## src/rtl/lsx_pkg.sv

```systemverilog
package lsx_pkg;

  typedef enum logic [3:0] {
    OP_OR   = 4'd0,
    OP_ORC  = 4'd1,
    OP_XOR  = 4'd2,
    OP_NAND = 4'd3,
    OP_NOR  = 4'd4,
    OP_EQV  = 4'd5,
    OP_SLW  = 4'd6,
    OP_SRW  = 4'd7,
    OP_SRAW = 4'd8
  } lsx_op_e;

  localparam int unsigned OP_W = 4;

  // Sign/zero summary, packed so that lt lands in the top bit.
  typedef struct packed {
    logic lt;
    logic gt;
    logic eq;
  } lsx_cond_t;

  localparam int unsigned COND_W = $bits(lsx_cond_t);

endpackage

```

## src/rtl/lsx_logic.sv

```systemverilog
module lsx_logic
  import lsx_pkg::*;
#(
  parameter int unsigned DATA_W = 32
) (
  input  logic [OP_W-1:0]   op,
  input  logic [DATA_W-1:0] a,
  input  logic [DATA_W-1:0] b,
  output logic [DATA_W-1:0] res,
  output logic              hit
);

  always_comb begin
    hit = 1'b1;
    unique case (op)
      OP_OR:   res = a | b;
      OP_ORC:  res = a | ~b;
      OP_XOR:  res = a ^ b;
      OP_NAND: res = ~(a & b);
      OP_NOR:  res = ~(a | b);
      OP_EQV:  res = ~(a ^ b);
      default: begin
        res = '0;
        hit = 1'b0;
      end
    endcase
  end

endmodule

```

## src/rtl/lsx_shifter.sv

```systemverilog
module lsx_shifter
  import lsx_pkg::*;
#(
  parameter int unsigned DATA_W = 32,
  parameter int unsigned SH_W   = $clog2(DATA_W) + 1
) (
  input  logic [OP_W-1:0]   op,
  input  logic [DATA_W-1:0] a,
  input  logic [SH_W-1:0]   shamt,
  output logic [DATA_W-1:0] res,
  output logic              hit
);

  localparam int unsigned LOG_W = $clog2(DATA_W);

  logic left, arith, fill, over;
  logic [DATA_W-1:0] a_rev, out_rev;
  logic [DATA_W-1:0] stage [0:LOG_W];

  assign left  = (op == OP_SLW);
  assign arith = (op == OP_SRAW);
  assign hit   = left || arith || (op == OP_SRW);
  assign fill  = arith & a[DATA_W-1];
  // Any count bit at or above log2(width) means the whole word shifts out.
  assign over  = |shamt[SH_W-1:LOG_W];

  always_comb begin
    for (int i = 0; i < DATA_W; i++) a_rev[i] = a[DATA_W-1-i];
  end

  // A left shift runs through the same right-shift network on a reversed word.
  assign stage[0] = left ? a_rev : a;

  for (genvar k = 0; k < LOG_W; k++) begin : g_stage
    localparam int unsigned STEP = 1 << k;
    assign stage[k+1] = shamt[k]
      ? {{STEP{fill}}, stage[k][DATA_W-1:STEP]}
      : stage[k];
  end

  always_comb begin
    for (int i = 0; i < DATA_W; i++) out_rev[i] = stage[LOG_W][DATA_W-1-i];
  end

  always_comb begin
    if (!hit)       res = '0;
    else if (over)  res = {DATA_W{fill}};
    else if (left)  res = out_rev;
    else            res = stage[LOG_W];
  end

  // an over-range count leaves only zero or sign fill.
  always_comb begin
    if (hit && over && !arith)
      a_r3_overrange_zero: assert (res == '0);
    if (hit && over && arith)
      a_r4_overrange_fill: assert (res == {DATA_W{a[DATA_W-1]}});
  end

endmodule

```

## src/rtl/lsx_cond.sv

```systemverilog
module lsx_cond
  import lsx_pkg::*;
#(
  parameter int unsigned DATA_W = 32
) (
  input  logic [DATA_W-1:0] value,
  output lsx_cond_t         cond
);

  always_comb begin
    cond.lt = value[DATA_W-1];
    cond.eq = (value == '0);
    cond.gt = !value[DATA_W-1] && (value != '0);
  end

endmodule

```

## src/rtl/lsx_exec_unit.sv

```systemverilog
module lsx_exec_unit
  import lsx_pkg::*;
#(
  parameter int unsigned DATA_W = 32,
  parameter int unsigned CR_W   = 32
) (
  input  logic              clk,
  input  logic              rst,
  input  logic              in_valid,
  output logic              in_ready,
  input  logic [3:0]        in_op,
  input  logic [DATA_W-1:0] in_rs,
  input  logic [DATA_W-1:0] in_rb,
  input  logic              in_rec,
  output logic              out_valid,
  input  logic              out_ready,
  output logic [DATA_W-1:0] out_result,
  output logic              out_illegal,
  output logic [CR_W-1:0]   cr
);

  localparam int unsigned SH_W  = $clog2(DATA_W) + 1;
  localparam int unsigned CR_LO = CR_W - COND_W;

  logic [DATA_W-1:0] log_res, sh_res, res_next;
  logic              log_hit, sh_hit, illegal;
  logic              fire;
  lsx_cond_t         cond;

  lsx_logic #(.DATA_W(DATA_W)) u_logic (
    .op (in_op), .a (in_rs), .b (in_rb), .res (log_res), .hit (log_hit)
  );

  lsx_shifter #(.DATA_W(DATA_W), .SH_W(SH_W)) u_shift (
    .op (in_op), .a (in_rs), .shamt (in_rb[SH_W-1:0]),
    .res (sh_res), .hit (sh_hit)
  );

  assign illegal  = !(log_hit || sh_hit);
  assign res_next = log_hit ? log_res : (sh_hit ? sh_res : '0);

  lsx_cond #(.DATA_W(DATA_W)) u_cond (.value (res_next), .cond (cond));

  assign in_ready = !out_valid || out_ready;
  assign fire     = in_valid && in_ready && !rst;

  always_ff @(posedge clk) begin
    if (rst) begin
      out_valid   <= 1'b0;
      out_result  <= '0;
      out_illegal <= 1'b0;
      cr          <= '0;
    end else begin
      if (fire) begin
        out_valid   <= 1'b1;
        out_result  <= res_next;
        out_illegal <= illegal;
        if (in_rec && !illegal) cr[CR_W-1:CR_LO] <= cond;
      end else if (out_ready) begin
        out_valid <= 1'b0;
      end
    end
  end

  // acceptance produces a result on the next edge.
  a_r8_latency: assert property (@(posedge clk) disable iff (rst)
    fire |=> out_valid);

  // a stalled result holds and blocks new requests.
  a_r9_hold: assert property (@(posedge clk) disable iff (rst)
    (out_valid && !out_ready) |=> (out_valid && $stable(out_result) && $stable(out_illegal)));

  // without a record-form acceptance the condition register is stable.
  a_r6_cr_stable: assert property (@(posedge clk) disable iff (rst)
    !(fire && in_rec) |=> $stable(cr));

  // a legal record-form operation leaves exactly one condition bit set.
  a_r7_cond_onehot: assert property (@(posedge clk) disable iff (rst)
    (fire && in_rec && !illegal) |=> ($countones(cr[CR_W-1:CR_LO]) == 1));

  // the low condition bits are never touched.
  a_r7_low_stable: assert property (@(posedge clk) disable iff (rst)
    1'b1 |=> $stable(cr[CR_LO-1:0]));

  // an illegal result is zero.
  a_r5_illegal_zero: assert property (@(posedge clk) disable iff (rst)
    (out_valid && out_illegal) |-> (out_result == '0));

endmodule

```

## config.mk

```make
export PLATFORM = sky130hd
export DESIGN_NAME = lsx_exec_unit
export DESIGN_NICKNAME = d
export VERILOG_FILES = /design/src/rtl/lsx_pkg.sv /design/src/rtl/lsx_logic.sv /design/src/rtl/lsx_shifter.sv /design/src/rtl/lsx_cond.sv /design/src/rtl/lsx_exec_unit.sv
export SDC_FILE = /design/constraint.sdc
export NUM_CORES = 1
export LEC_CHECK = 0
export ABC_AREA = 1
export BUFFER_PORTS_ARGS = -buffer_cell sky130_fd_sc_hd__buf_2
export CAP_MARGIN = 15
export CORE_AREA = 5 5 142 144
export CTS_CLUSTER_SIZE = 40
export DETAILED_ROUTE_END_ITERATION = 16
export DIE_AREA = 0 0 147 149
export GPL_TIMING_DRIVEN = 0
export PLACE_DENSITY_LB_ADDON = 0.08
export SYNTH_ARGS = -nofsm -noshare
export SYNTH_HDL_FRONTEND = slang
export SYNTH_SLANG_ARGS = --single-unit
```

## constraint.sdc

```tcl
create_clock -name clk -period 6.5 [get_ports clk]
set_input_delay 1.625 -clock clk [delete_from_list [all_inputs] [get_ports clk]]
set_output_delay 1.625 -clock clk [all_outputs]
set_load 0.01 [all_outputs]
```

======== Word level (Yosys, flattened, before mapping) ========
Index checks and enable logic that the tools add are counted.
W data, S select, Z words.
storage, ports and cells
  register bits ........................... 37
  input port bits ......................... 73
  output and inout port bits .............. 67
  logic and storage cells ................. 53
cells by class
  eq/ne operators ......................... 8
  muxes and demuxes ....................... 14
  bitwise gates (word level) .............. 9
  reduce and logical (&&, ||, !) cells .... 18
operator list
  kind                  number
  $mux W32              10
  $pmux W32 S6          1
  $not A32 Y32          4
  $or A32 B32 Y32       2
  $and A32 B32 Y32      1
  $logic_not A32 Y1     1
  $reduce_bool A32 Y1   1
  $xor A32 B32 Y32      1
  $eq A4 B3 Y1 const B  4
  $eq A4 B2 Y1 const B  2
  $reduce_or A6 Y1      1
  $eq A4 B1 Y1 const B  1
  $eq A4 B4 Y1 const B  1
  $logic_and A1 B1 Y1   4
  $logic_not A1 Y1      4
  $logic_not A4 Y1      1
  $logic_or A1 B1 Y1    4
  $mux W1               3
  $reduce_and A2 Y1     1
  $reduce_bool A2 Y1    1
  $and A1 B1 Y1         1

======== Logic depth before layout (Yosys ltp) ========
  depth in word-level cells ............... 13
  mapped depth ............................ 23
  depth with buffers taken out ............ 22

======== Modules after synthesis ========
From an unflattened synthesis, not the netlist that was laid out.
unflattened totals
  cell total of the unflattened synthesis .. 1,686
  area, all modules ....................... 9,177.6 sq um
modules (own cells, without submodules)
  module         times used  cells each  area an instance (sq um)  seq. area each (sq um)
  lsx_logic      1           689         3,951.3                   0.0
  lsx_shifter    1           650         3,044.2                   0.0
  lsx_exec_unit  1           314         2,047.0                   740.7
  lsx_cond       1           33          135.1                     0.0

======== Worst setup path after synthesis ========
OpenSTA, ideal clock, no wires.
  path kind ............................... input to register
  from .................................... in in_rb[1]
  to ...................................... reg cr[30]
  setup time .............................. 116 ps
  arrival ................................. 3,460 ps
  required time ........................... 6,384 ps
  setup slack ............................. 2,925 ps
  stages .................................. 16
  path buffers ............................ 3
  cells stage by stage .................... buf_2 -> inv_1 -> buf_2 -> buf_2 -> ha_1 -> o21ai_0 -> a211oi_1 -> o221ai_1 -> a21oi_1 -> nand2_1 -> nor2_1 -> nand2_1 -> nor2_1 -> nand2_1 -> nand2_1 -> a21oi_1
on the way
  cells in the longest elaborated chain, start to end .. 10
  elaborated cells on any way between the ends .. 20
  classes of those cells .................. mux: 9; bitwise: 8; reduce/logical: 3
RTL lines
  what                                                            line                 text
  start, declared                                                 lsx_exec_unit.sv:13  input logic [DATA_W-1:0] in_rb,
  $mux W32 (4 in series)                                          lsx_shifter.sv:37    ? {{STEP{fill}}, stage[k][DATA_W-1:STEP]}
  $mux W32                                                        lsx_shifter.sv:48    else if (left) res = out_rev;
  $mux W32                                                        lsx_shifter.sv:47    else if (over) res = {DATA_W{fill}};
  $mux W32                                                        lsx_exec_unit.sv:40  assign res_next = log_hit ? log_res : (sh_hit ? sh_res : '0);
  $mux W32 (*)                                                    lsx_exec_unit.sv:40
  $reduce_bool A32 Y1 / $logic_not A1 Y1 (equally long branches)  lsx_cond.sv:13       cond.gt = !value[DATA_W-1] && (value != '0);
  $logic_and A1 B1 Y1 (*)                                         lsx_cond.sv:13
  end signal, assigned by index                                   lsx_exec_unit.sv:58  if (in_rec && !illegal) cr[CR_W-1:CR_LO] <= cond;
  end, declared                                                   lsx_exec_unit.sv:19  output logic [CR_W-1:0] cr
Mark *: on every way between the ends. The rest lies on a longest branch, timed or not.
A chain may end at the register's enable or synchronous reset.

======== Worst setup path in the final report ========
  from .................................... in in_op[1]
  to ...................................... reg cr[30]
on the way
  cells in the longest elaborated chain, start to end .. 13
  elaborated cells on any way between the ends .. 31
  classes of those cells .................. eq/ne: 8; mux: 12; bitwise: 1; reduce/logical: 10
RTL lines
  what                                                            line                                  text
  start, declared                                                 lsx_exec_unit.sv:11                   input logic [3:0] in_op,
  $eq A4 B3 Y1 / $eq A4 B4 Y1 (equally long branches)             lsx_shifter.sv:20, lsx_shifter.sv:21
  $mux W32 / $and A1 B1 Y1 (equally long branches)                lsx_shifter.sv:32, lsx_shifter.sv:23
  $mux W32 (5 in series)                                          lsx_shifter.sv:37
  $mux W32                                                        lsx_shifter.sv:48
  $mux W32                                                        lsx_shifter.sv:47
  $mux W32 (2 in series)                                          lsx_exec_unit.sv:40
  $reduce_bool A32 Y1 / $logic_not A1 Y1 (equally long branches)  lsx_cond.sv:13
  $logic_and A1 B1 Y1                                             lsx_cond.sv:13
Parallel ways exist; a longest one is shown, timed or not.

==> results.md <==
Run status:
- The run finished with clean final reports.

Clock network:
- Once the clock tree was built, the resizer swapped 0 gates to a different size.
- The number of CTS-inserted buffers is 5.
- Counting along the longest clock path gives a buffer depth of 2.
- Clock tree synthesis selected as its root buffer the cell sky130_fd_sc_hd__clkbuf_16.
- The clock-pin slew on the worst setup and hold paths is 0.06 ns.
- Counting every sink on the clock net gives 37.
- The clock latency on the worst-skew pair is about 0.28 ns.
- TritonCTS built the clock tree.
- The clock tree synthesis step divided the H-tree into 2 levels.
- Post-CTS timing repair inserted 0 buffers for setup.
- The number of hold-repair buffers added at the cts stage is 0.

GRT:
- Across every metal layer, demand over resource in global routing totals 0.299.
- The pin count of the biggest net entering global routing is 13.
- The initial antenna violation count is 0.
- The first global-routing pass estimated 50.8 mm of wire.
- The final global-route overflow total is 0.
- The via count of the first global-routing pass is 8,904.

Power and ir drop:
- The analysis attributes to cell leakage a power of 4.51 nW.
- The worst vdd rail ir drop is roughly 0.00013 V.
- In this run the power density over the cells is roughly 130 nW/um^2.

Setup path:
- The critical path starts at in_op[1].
- Counting cells, the worst reg-to-reg path comes to 10.
- The worst register-to-register path ends at cr[31].
- STA classifies the critical path startpoint as an input port.
- The data arrival time of the critical path is 4.78 ns.
- The largest fanout of any net on the critical path is 10.
- The worst setup path is captured at a register.
- The capture point of the critical path is cr[30].
- The start of the worst register-to-register path is out_valid.
- The worst register-to-register path has a setup slack of 4.48 ns.
- The critical path required time is 6.68 ns.
- The worst setup path category is input port to register.

Yosys:
- The synthesized netlist occupies a cell area of 7310 um^2.
- The number of synthesis warnings is 0.
- The share of the synthesized area in compound gates (AO/OA/AOI/OAI) came to 0.157.
- Of the total synthesized cell area, the portion taken by full adders, half adders and majority gates is 0.164.
- The parity-gate share of the synthesized area counting xor and xnor cells is 0.
- The number of distinct standard cells referenced by the synthesized netlist is 33.
- After synthesis, the largest family of logic cells by area is simple AND/OR/NAND/NOR gates.
- Synthesis produced a netlist whose cell count is 1,223.
- Of the post-synthesis cell area, the part taken by muxes is 0.
- In this run, synthesis produced a sequential element count of 37.
- The post-synthesis area per instance is ~6 um^2.
- The sequential area share after synthesis is 0.101.
- Of the total synthesized cell area, the portion taken by AND, OR, NAND and NOR gates is 0.435.

STA:
- The final total negative setup slack is 0 ns.
- The ratio of final minimum period to clock period is 0.707.
- The clock arrives with 0.00312 ns of skew.
- Measured against its own limit, the worst slew margin works out to 0.261.
- The number of slew-limit violations in the final report is 0.
- The count of final setup violators is 0.
- The final-layout worst hold slack is 0.460 ns.
- The time the final worst path needs with I/O delays and setup is 4.60 ns.
- At the pin with the least slew margin, the transition time is 1.08 ns.
- The highest attainable clock frequency is about 220 MHz.
- The hold violation count in the final report came to 0.
- Setup repair after global routing left no endpoint under its margin.

Die:
- The die area is 21,900 um^2.
- The initialized floorplan defines 50 standard-cell rows.
- The effective utilization at floorplan is 0.393.
- The horizontal die dimension is ~150 um.
- The total core area is ~19,000 um^2.
- The die is 149 um tall.
- For this design the top-level I/O count stands at 140.

Routing:
- The detailed router placed ~9.4k vias in this run.
- The first-pass iteration count of the detailed router is 6.
- The number of design rule violations left after detail routing is 0.
- The detailed-route wire length per cell is 21.2 um.
- For this block, the initial DRC count from the detailed router was 1,005.
- The routed wire length is 33.9 mm.
- Once detail routing completed, the nets flagged for antenna violations numbered 0.
- In the routed layout, each cell is associated on average with a via count of 5.85.

Place:
- Once detailed placement completed, the half-perimeter wirelength came to 27.7 mm.
- The count of buffers from port buffering is 110.
- The congestion estimate from routability-driven global placement came to 1.03.

Finish:
- The area growth from synthesis to layout is 14.9%.
- The final net count is 1,537.
- Once layout is complete, the utilization of the core stands at 0.452.
- In the final layout, the share of cells above drive strength 1 is 0.137.
- The antenna cell count is 0.

Flow run:
- The number of maximum-capacitance constraint violations is 0.

Hold path:
- The tightest min-delay check is of the register to register type.
- The number of stages on the worst hold path is 2.
-- sequential cells by signal, indices dropped and copies added (netlist names) --
name / cells
out_valid: 1
cr: 3
out_result: 32
out_illegal: 1
-- report_power, final --
group,leakage [nW],internal (mW),total (mW),switching (mW)
logic,4.14,0.182,0.569,0.387
registers,0.305,0.244,0.253,0.00874
clock network,0.0631,0.142,0.238,0.0959
-- area by class of cell --
type | instances | area [um^2]
buffer | 119 | 617
clock inverter | 2 | 15.0
timing repair buffer | 110 | 551
fill | 2073 | 10200
tap | 234 | 293
clock buffer | 6 | 129
sequential | 37 | 741
multi-input combinational | 983 | 5630
inverter | 112 | 420
-- cell families after synthesis --
| group | count (synthesis) |
|---|---|
| other | 1 |
| flip-flops | 37 |
| AND/OR/NAND/NOR | 689 |
| adder cells (fa/ha/maj) | 96 |
| buffers and inverters | 231 |
| AO/OA/AOI/OAI | 169 |
-- how the worst min path moves through the flow --
| stage | from | endpoint | slack (ns) |
|---|---|---|---|
| floorplan | cr[30] | cr[30] | 0.48 |
| global placement | cr[30] | cr[30] | 0.46 |
| detailed placement | cr[30] | cr[30] | 0.46 |
| CTS | cr[30] | cr[30] | 0.47 |
| global route | cr[30] | cr[30] | 0.50 |
| finish | cr[30] | cr[30] | 0.46 |
-- placed cells by master (no fill, tap or decap), types with 25 or more instances in the layout --
cell type                    n
sky130_fd_sc_hd__nor2_1     44
sky130_fd_sc_hd__clkbuf_1   41
sky130_fd_sc_hd__o211ai_1   33
sky130_fd_sc_hd__o21ai_0    32
sky130_fd_sc_hd__conb_1     29
sky130_fd_sc_hd__buf_2     132
sky130_fd_sc_hd__nand3_1   427
sky130_fd_sc_hd__buf_4      32
sky130_fd_sc_hd__ha_1       96
sky130_fd_sc_hd__o221ai_1   28
sky130_fd_sc_hd__dfxtp_1    37
sky130_fd_sc_hd__a21oi_1    32
sky130_fd_sc_hd__a211oi_1   25
sky130_fd_sc_hd__nand2_1   206
sky130_fd_sc_hd__inv_1     106
-- cell usage after synthesis (all sizes together) --
library cell | number | area [um^2]
a2111oi | 4 | 35.0
a211oi | 25 | 188
a21boi | 5 | 37.5
a21oi | 33 | 169
a311oi | 3 | 26.3
buf | 79 | 467
clkbuf | 40 | 150
clkinv | 3 | 11.3
conb | 1 | 3.75
dfxtp | 37 | 741
ha | 96 | 1200
inv | 109 | 409
nand2 | 211 | 810
nand3 | 428 | 2150
nand4 | 1 | 6.26
nor2 | 47 | 203
nor4 | 1 | 6.26
o211ai | 33 | 248
o21ai | 32 | 160
o221ai | 28 | 245
o22ai | 6 | 37.5
or2 | 1 | 6.26
-- worst max-delay path, cell delays in order --
cell and delay [ns]:
sky130_fd_sc_hd__buf_2 0.13, sky130_fd_sc_hd__inv_2 0.11, sky130_fd_sc_hd__nor2_8 0.07, sky130_fd_sc_hd__buf_4 0.21, sky130_fd_sc_hd__nand2_1 0.09, sky130_fd_sc_hd__inv_1 0.09, sky130_fd_sc_hd__clkbuf_1 0.28, sky130_fd_sc_hd__a2111oi_0 1.03
sky130_fd_sc_hd__a21boi_1 0.46, sky130_fd_sc_hd__nand2_1 0.11, sky130_fd_sc_hd__nor2_1 0.13, sky130_fd_sc_hd__nand2_1 0.06, sky130_fd_sc_hd__nor2_1 0.13, sky130_fd_sc_hd__nand2_1 0.11, sky130_fd_sc_hd__nand2_1 0.08, sky130_fd_sc_hd__a21oi_1 0.05
-- metal layers --
layer	vias to the layer above	wire length, um	GRT usage
met3	100	3040	0.0608
met1	4318	14400	0.395
met5	-	0	0
met2	462	14100	0.447
li1	4497	-	-
met4	0	2370	0.184
-- metrics by stage --
step | total power [mW] | worst slack [ns] | cell area (um^2) | instances
detailed placement | 0.810 | 1.72 | 8260 | 1595
global placement | 0.809 | 1.75 | 8260 | 1595
floorplan | 0.607 | 2.92 | 7410 | 1251
finish | 1.06 | 1.90 | 8400 | 1603
global route | 1.13 | 1.87 | 8400 | 1603
CTS | 1.05 | 1.98 | 8400 | 1603
(Power assumes the default switching activity.)
